===== config.mk =====
export PLATFORM = sky130hd
export DESIGN_NAME = dual_clock_pad_reader
export DESIGN_NICKNAME = d
export VERILOG_FILES = /design/src/rtl/dcp_pkg.sv /design/src/rtl/dcp_sequencer.sv /design/src/rtl/dcp_watchdog.sv /design/src/rtl/dcp_capture.sv /design/src/rtl/dual_clock_pad_reader.sv
export SDC_FILE = /design/constraint.sdc
export NUM_CORES = 1
export LEC_CHECK = 0
export ABC_CLOCK_PERIOD_IN_PS = 2400
export BUFFER_PORTS_ARGS = -buffer_cell sky130_fd_sc_hd__buf_2
export CORE_MARGIN = 2
export CORE_UTILIZATION = 51
export DETAILED_ROUTE_END_ITERATION = 7
export GPL_TIMING_DRIVEN = 0
export HOLD_SLACK_MARGIN = 0.1
export PLACE_DENSITY = 0.73
export REMOVE_ABC_BUFFERS = 1
export SLEW_MARGIN = 20
export SYNTH_ARGS = -nofsm -noshare
export SYNTH_HDL_FRONTEND = slang
export SYNTH_SLANG_ARGS = --single-unit
export TNS_END_PERCENT = 50

===== constraint.sdc =====
create_clock -name clk_i -period 2.4 [get_ports clk_i]
set_input_delay 0.72 -clock clk_i [delete_from_list [all_inputs] [get_ports clk_i]]
set_output_delay 0.72 -clock clk_i [all_outputs]
set_load 0.03 [all_outputs]

===== src/rtl/dcp_pkg.sv =====
package dcp_pkg;
  typedef enum logic [1:0] {PH_IDLE, PH_LOAD, PH_GAP, PH_SETUP} phase_e;
  localparam int unsigned GUARD_HI = 7;
  localparam int unsigned GUARD_LO = 6;
endpackage


===== src/rtl/dcp_sequencer.sv =====
module dcp_sequencer
  import dcp_pkg::*;
#(
  parameter int unsigned LOAD_US   = 3,
  parameter int unsigned GAP_US    = 20,
  parameter int unsigned SETUP_US  = 25,
  parameter int unsigned DATA_BITS = 16
) (
  input  logic clk_i,
  input  logic rst_ni,
  input  logic tick_i,
  input  logic start_i,
  input  logic abort_i,
  output logic sclk1_o,
  output logic sclk2_o,
  output logic busy_o,
  output logic sample_o,
  output logic last_o
);
  localparam int unsigned TOTAL  = DATA_BITS + 1;
  localparam int unsigned MAX_US = (LOAD_US > GAP_US) ? ((LOAD_US > SETUP_US) ? LOAD_US : SETUP_US)
                                                      : ((GAP_US > SETUP_US) ? GAP_US : SETUP_US);
  localparam int unsigned CNT_W  = $clog2(MAX_US + 1);
  localparam int unsigned BIT_W  = $clog2(TOTAL + 1);

  phase_e            ph_q;
  logic [CNT_W-1:0]  cnt_q;
  logic [BIT_W-1:0]  bit_q;
  logic [CNT_W-1:0]  lim;
  logic              ph_end;
  logic              last_bit;

  always_comb begin
    case (ph_q)
      PH_LOAD:  lim = CNT_W'(LOAD_US - 1);
      PH_GAP:   lim = CNT_W'(GAP_US - 1);
      PH_SETUP: lim = CNT_W'(SETUP_US - 1);
      default:  lim = '0;
    endcase
  end

  assign ph_end   = tick_i && (cnt_q == lim);
  assign last_bit = (bit_q == BIT_W'(TOTAL - 1));
  assign sample_o = (ph_q == PH_SETUP) && ph_end && !abort_i;
  assign last_o   = sample_o && last_bit;
  assign busy_o   = (ph_q != PH_IDLE);
  assign sclk1_o  = (ph_q != PH_LOAD);
  assign sclk2_o  = (ph_q != PH_SETUP);

  always_ff @(posedge clk_i or negedge rst_ni) begin
    if (!rst_ni) begin
      ph_q  <= PH_IDLE;
      cnt_q <= '0;
      bit_q <= '0;
    end else if (abort_i) begin
      ph_q  <= PH_IDLE;
      cnt_q <= '0;
      bit_q <= '0;
    end else if (ph_q == PH_IDLE) begin
      if (start_i) begin
        ph_q  <= PH_LOAD;
        cnt_q <= '0;
        bit_q <= '0;
      end
    end else if (tick_i) begin
      if (ph_end) begin
        cnt_q <= '0;
        case (ph_q)
          PH_LOAD: ph_q <= PH_GAP;
          PH_GAP:  ph_q <= PH_SETUP;
          default: begin
            if (last_bit) ph_q <= PH_IDLE;
            else begin
              ph_q  <= PH_LOAD;
              bit_q <= bit_q + 1'b1;
            end
          end
        endcase
      end else begin
        cnt_q <= cnt_q + 1'b1;
      end
    end
  end

  a_r12_no_dual_low: assert property (@(posedge clk_i) disable iff (!rst_ni)
    !(!sclk1_o && !sclk2_o));
  a_r1_idle_high: assert property (@(posedge clk_i) disable iff (!rst_ni)
    !busy_o |-> (sclk1_o && sclk2_o));
  a_r3_sample_in_setup: assert property (@(posedge clk_i) disable iff (!rst_ni)
    sample_o |-> (sclk1_o && !sclk2_o && tick_i));
  a_r11_no_early_stop: assert property (@(posedge clk_i) disable iff (!rst_ni)
    (busy_o && !sample_o && !abort_i) |=> busy_o);
endmodule


===== src/rtl/dcp_watchdog.sv =====
module dcp_watchdog #(
  parameter int unsigned TIMEOUT_US = 5000
) (
  input  logic clk_i,
  input  logic rst_ni,
  input  logic tick_i,
  input  logic busy_i,
  output logic abort_o
);
  localparam int unsigned TW = $clog2(TIMEOUT_US + 1);

  logic [TW-1:0] cnt_q;

  assign abort_o = busy_i && tick_i && (cnt_q == TW'(TIMEOUT_US - 1));

  always_ff @(posedge clk_i or negedge rst_ni) begin
    if (!rst_ni)                cnt_q <= '0;
    else if (!busy_i || abort_o) cnt_q <= '0;
    else if (tick_i)            cnt_q <= cnt_q + 1'b1;
  end

  a_r10_budget_bound: assert property (@(posedge clk_i) disable iff (!rst_ni)
    cnt_q < TW'(TIMEOUT_US));
endmodule


===== src/rtl/dcp_capture.sv =====
module dcp_capture
  import dcp_pkg::*;
#(
  parameter int unsigned DATA_BITS = 16,
  parameter int unsigned PACK_W    = 24
) (
  input  logic                 clk_i,
  input  logic                 rst_ni,
  input  logic                 sdata_i,
  input  logic                 sample_i,
  input  logic                 last_i,
  input  logic                 abort_i,
  output logic [DATA_BITS-1:0] buttons_o,
  output logic                 present_o,
  output logic [PACK_W-1:0]    packed_o,
  output logic                 done_o,
  output logic                 fail_o,
  output logic                 timeout_o
);
  localparam int unsigned TOTAL = DATA_BITS + 1;
  localparam int unsigned PAD   = PACK_W - TOTAL;

  logic [1:0]       sync_q;
  logic [TOTAL-1:0] sh_q;
  logic [TOTAL-1:0] nxt;

  // two-flop synchroniser; data is stable for the whole setup phase
  always_ff @(posedge clk_i or negedge rst_ni) begin
    if (!rst_ni) sync_q <= 2'b11;
    else         sync_q <= {sync_q[0], sdata_i};
  end

  assign nxt = {sh_q[TOTAL-2:0], sync_q[1]};

  always_ff @(posedge clk_i or negedge rst_ni) begin
    if (!rst_ni) begin
      sh_q      <= '0;
      buttons_o <= '0;
      present_o <= 1'b0;
      packed_o  <= '0;
      done_o    <= 1'b0;
      fail_o    <= 1'b0;
      timeout_o <= 1'b0;
    end else begin
      done_o    <= 1'b0;
      fail_o    <= 1'b0;
      timeout_o <= 1'b0;
      if (abort_i) begin
        done_o    <= 1'b1;
        fail_o    <= 1'b1;
        timeout_o <= 1'b1;
        present_o <= 1'b0;
      end else if (sample_i) begin
        sh_q <= nxt;
        if (last_i) begin
          buttons_o <= nxt[TOTAL-1:1];
          present_o <= !nxt[0];
          packed_o  <= PACK_W'(nxt) << PAD;
          done_o    <= 1'b1;
          fail_o    <= !nxt[GUARD_HI+1] || !nxt[GUARD_LO+1];
        end
      end
    end
  end

  a_r8_done_pulse: assert property (@(posedge clk_i) disable iff (!rst_ni)
    done_o |=> !done_o);
  a_r10_timeout_flags: assert property (@(posedge clk_i) disable iff (!rst_ni)
    timeout_o |-> (done_o && fail_o && !present_o));
endmodule


===== src/rtl/dual_clock_pad_reader.sv =====
module dual_clock_pad_reader #(
  parameter int unsigned LOAD_US    = 3,
  parameter int unsigned GAP_US     = 20,
  parameter int unsigned SETUP_US   = 25,
  parameter int unsigned DATA_BITS  = 16,
  parameter int unsigned TIMEOUT_US = 5000,
  parameter int unsigned PACK_W     = ((DATA_BITS + 1 + 7) / 8) * 8
) (
  input  logic                 clk_i,
  input  logic                 rst_ni,
  input  logic                 tick_i,
  input  logic                 start_i,
  input  logic                 sdata_i,
  output logic                 sclk1_o,
  output logic                 sclk2_o,
  output logic [DATA_BITS-1:0] buttons_o,
  output logic                 present_o,
  output logic [PACK_W-1:0]    packed_o,
  output logic                 done_o,
  output logic                 fail_o,
  output logic                 timeout_o
);
  logic busy, sample, last, abort;

  dcp_sequencer #(
    .LOAD_US(LOAD_US), .GAP_US(GAP_US), .SETUP_US(SETUP_US), .DATA_BITS(DATA_BITS)
  ) u_seq (
    .clk_i(clk_i), .rst_ni(rst_ni), .tick_i(tick_i), .start_i(start_i), .abort_i(abort),
    .sclk1_o(sclk1_o), .sclk2_o(sclk2_o), .busy_o(busy), .sample_o(sample), .last_o(last)
  );

  dcp_watchdog #(.TIMEOUT_US(TIMEOUT_US)) u_wdg (
    .clk_i(clk_i), .rst_ni(rst_ni), .tick_i(tick_i), .busy_i(busy), .abort_o(abort)
  );

  dcp_capture #(.DATA_BITS(DATA_BITS), .PACK_W(PACK_W)) u_cap (
    .clk_i(clk_i), .rst_ni(rst_ni), .sdata_i(sdata_i), .sample_i(sample), .last_i(last),
    .abort_i(abort), .buttons_o(buttons_o), .present_o(present_o), .packed_o(packed_o),
    .done_o(done_o), .fail_o(fail_o), .timeout_o(timeout_o)
  );
endmodule


==> reports/qor.yml <==
outcome: "complete, no violations"
grt_max_degree: 45
place_congestion: 0.850
ys_warn_count: 0
netlist_instances: 273
critPathLaunch: "u_seq.ph_q[0]"
drt-total-wl_um: 5750
power_density_mw_per_mm2: 797
hp-class: "input pin to asynchronous set/reset pin"
overflow: 0
stdcell_count: 395
clock_latency_ns: 0.34
seq_area_mm2: 0.00160
cp-start-kind: "flip-flop"
area_growth_pct: 14.9
tightest_slew_ns: 0.607
required_ns: 2.62
antenna_cells: 0
slew_headroom: 0.592
setup_viol: 0
rows: 29
dp_hpwl_um: 3730
crit_type: "flip-flop to flip-flop"
synth_edf_count: 0
post-place-cells: 369
cts_buffers: 9
slew_viol_final: 0
cp-end-kind: "flip-flop"
crit_path_max_fanout: 11
drtIter0Drc: 144
whs_ns: 0.252
synth_seq_cells: 64
synth_ff_type: "dfrtp_1"
fin_crit_ns: 2.33
grt_pass1_wl_um: 9960
leakage_nw: 1.96
r2r_start: "u_seq.ph_q[0]"
start_util: 0.520
drive_gt1_frac: 0.377
routed_via_density: 5.27
clock-sinks: 64
drc: 0
grt_pass1_vias: 2001
first_pass_iters: 5
nFillCells: 491
antenna_found_initial: 0
die_h_um: 84.0
hold_viol: 0
async_reset_ff_frac: 1.00
synth_cell_types: 54
antenna_left: 0
core_mm2: 0.00628
final_nets: 326
cts_tree: "built"
vias: 2082
clk_path_buf_depth: 2
max_clock_freq_ghz: 0.430
multiInputGateArea_mm2: 0.00143
synth_seq_area_share: 0.491
vdd_drop_max_v: 0.000632
clockRootBuffer: "clkbuf_8"
wl_per_cell_um: 14.6
htreeDepth: 3
fin_crit_sh: 0.970
fin_skew_ns: 0.00612
die_w_um: 84.0
syn_area_per_cell_um2: 12.0
track_usage: 0.179
clkSlewWorstSetupHoldPaths_ns: 0.07
cts_hold_buffers: 0
io_buffers: 43
maxCapViolations: 0
die_area_mm2: 0.00706
cp.arrival_ns: 2.55
io_pins: 51
netlist_area_mm2: 0.00327
## area by class of cell
class / instances / share of cell area
Tap cell: 77 / 0.0257
Clock inverter: 5 / 0.0277
Timing Repair Buffer: 54 / 0.0910
Inverter: 8 / 0.00867
Multi-Input combinational cell: 176 / 0.382
Sequential cell: 64 / 0.427
Clock buffer: 11 / 0.0377
## worst paths after layout
path,endpoint,slack [ns],cells past startpoint
worst max-delay path,u_cap.buttons_o[5],0.07,8
worst min-delay path,u_wdg.cnt_q[2],0.25,1
worst max register to register,u_cap.buttons_o[5],0.07,8
worst min register to register,u_cap.sync_q[1],0.36,0
max in group asynchronous,u_cap.sync_q[1],1.59,2
min in group clk_i,u_cap.sync_q[1],0.36,0
## layout by cell type, fill, tap and decap left out, types with 5 or more instances in the layout
master	count
a21oi_1	5
buf_2	42
buf_4	8
clkbuf_8	10
conb_1	7
dfrtp_1	62
ha_1	7
inv_1	5
mux2_2	14
mux2_4	20
nand2_1	17
nand3_1	10
nor2_1	18
o21ai_0	8
xnor2_1	6
xor2_1	7
## layer usage
layer  track usage  up-vias  routed length (µm)
li1              -      996                   -
met1         0.242     1024                2570
met2         0.279       55                2860
met3        0.0544        7                 244
met4        0.0528        0                  76
met5             0        -                   0
## report_power, final
| group | switching (mW) | internal (mW) | leakage (nW) |
|---|---|---|---|
| clock | 0.418 | 0.719 | 0.124 |
| combinational | 0.322 | 0.231 | 0.981 |
| sequential | 0.130 | 1.17 | 0.853 |
| total | 0.869 | 2.12 | 1.96 |
## registers in the layout, summed over array words and instances, names as in the netlist, 2 cells and up
signal and cells:
u_cap.sh_q 16, u_cap.buttons_o 15, u_wdg.cnt_q 13, u_seq.bit_q 5, u_seq.cnt_q 5, u_cap.packed_o 2, u_cap.sync_q 2, u_seq.ph_q 2
## critical path, cell delays in order (launching register included)
cell,delay (ns)
dfrtp_1,0.41
inv_2,0.11
ha_4,0.24
xor2_2,0.16
nor4_4,0.42
nand4b_4,0.20
nor2_8,0.17
buf_12,0.15
mux2_2,0.34
## metrics by stage
| stage | setup WS [ns] | TNS (ns) | cell area (µm²) | power, mW | utilization |
|---|---|---|---|---|---|
| floorplan | -0.0189 | -0.133 | 3050 | 1.68 | - |
| global placement | -0.372 | -9.49 | 3360 | 1.80 | 0.535 |
| detailed placement | -0.400 | -10.01 | 3380 | 1.82 | 0.539 |
| CTS | 0.0255 | 0 | 3700 | 2.98 | 0.590 |
| global route | -0.0377 | -0.176 | 3750 | 3.14 | 0.598 |
| finish | 0.0721 | 0 | 3750 | 2.99 | 0.598 |
## synth_stat cells, types with 4 or more instances
library cell | n | share of area
ha_1 | 8 | 0.031
o21ai_0 | 8 | 0.012
nand3_1 | 10 | 0.015
dfrtp_1 | 62 | 0.47
and3_1 | 4 | 0.0077
mux2_2 | 14 | 0.048
mux2_4 | 20 | 0.092
a21oi_1 | 5 | 0.0077
nor2_1 | 18 | 0.021
nand2b_1 | 5 | 0.0096
xor2_1 | 7 | 0.019
inv_1 | 7 | 0.0080
buf_4 | 23 | 0.053
nand2_1 | 17 | 0.020
xnor2_1 | 6 | 0.016
## cell families (layout without fill, tap and decap cells)
group	after synthesis	after routing	share of synthesized area
AOI/OAI and AO/OA	33	33	0.0663
buffers and inverters	39	78	0.0843
adders and majority gates	8	8	0.0306
and+or+nand+nor	77	77	0.136
DFF	64	64	0.491
xor gates and xnor gates	15	15	0.0448
muxes	36	36	0.146
other	1	7	0.00115
## what timing repair did
action,4_1_cts,5_1_grt
buffers inserted,5,5
endpoints found under the setup margin,33,33
endpoints found under the hold margin,0,0
resized for setup,3,4
pin swaps,3,3
No activity file was read; power rests on OpenSTA's default activity.
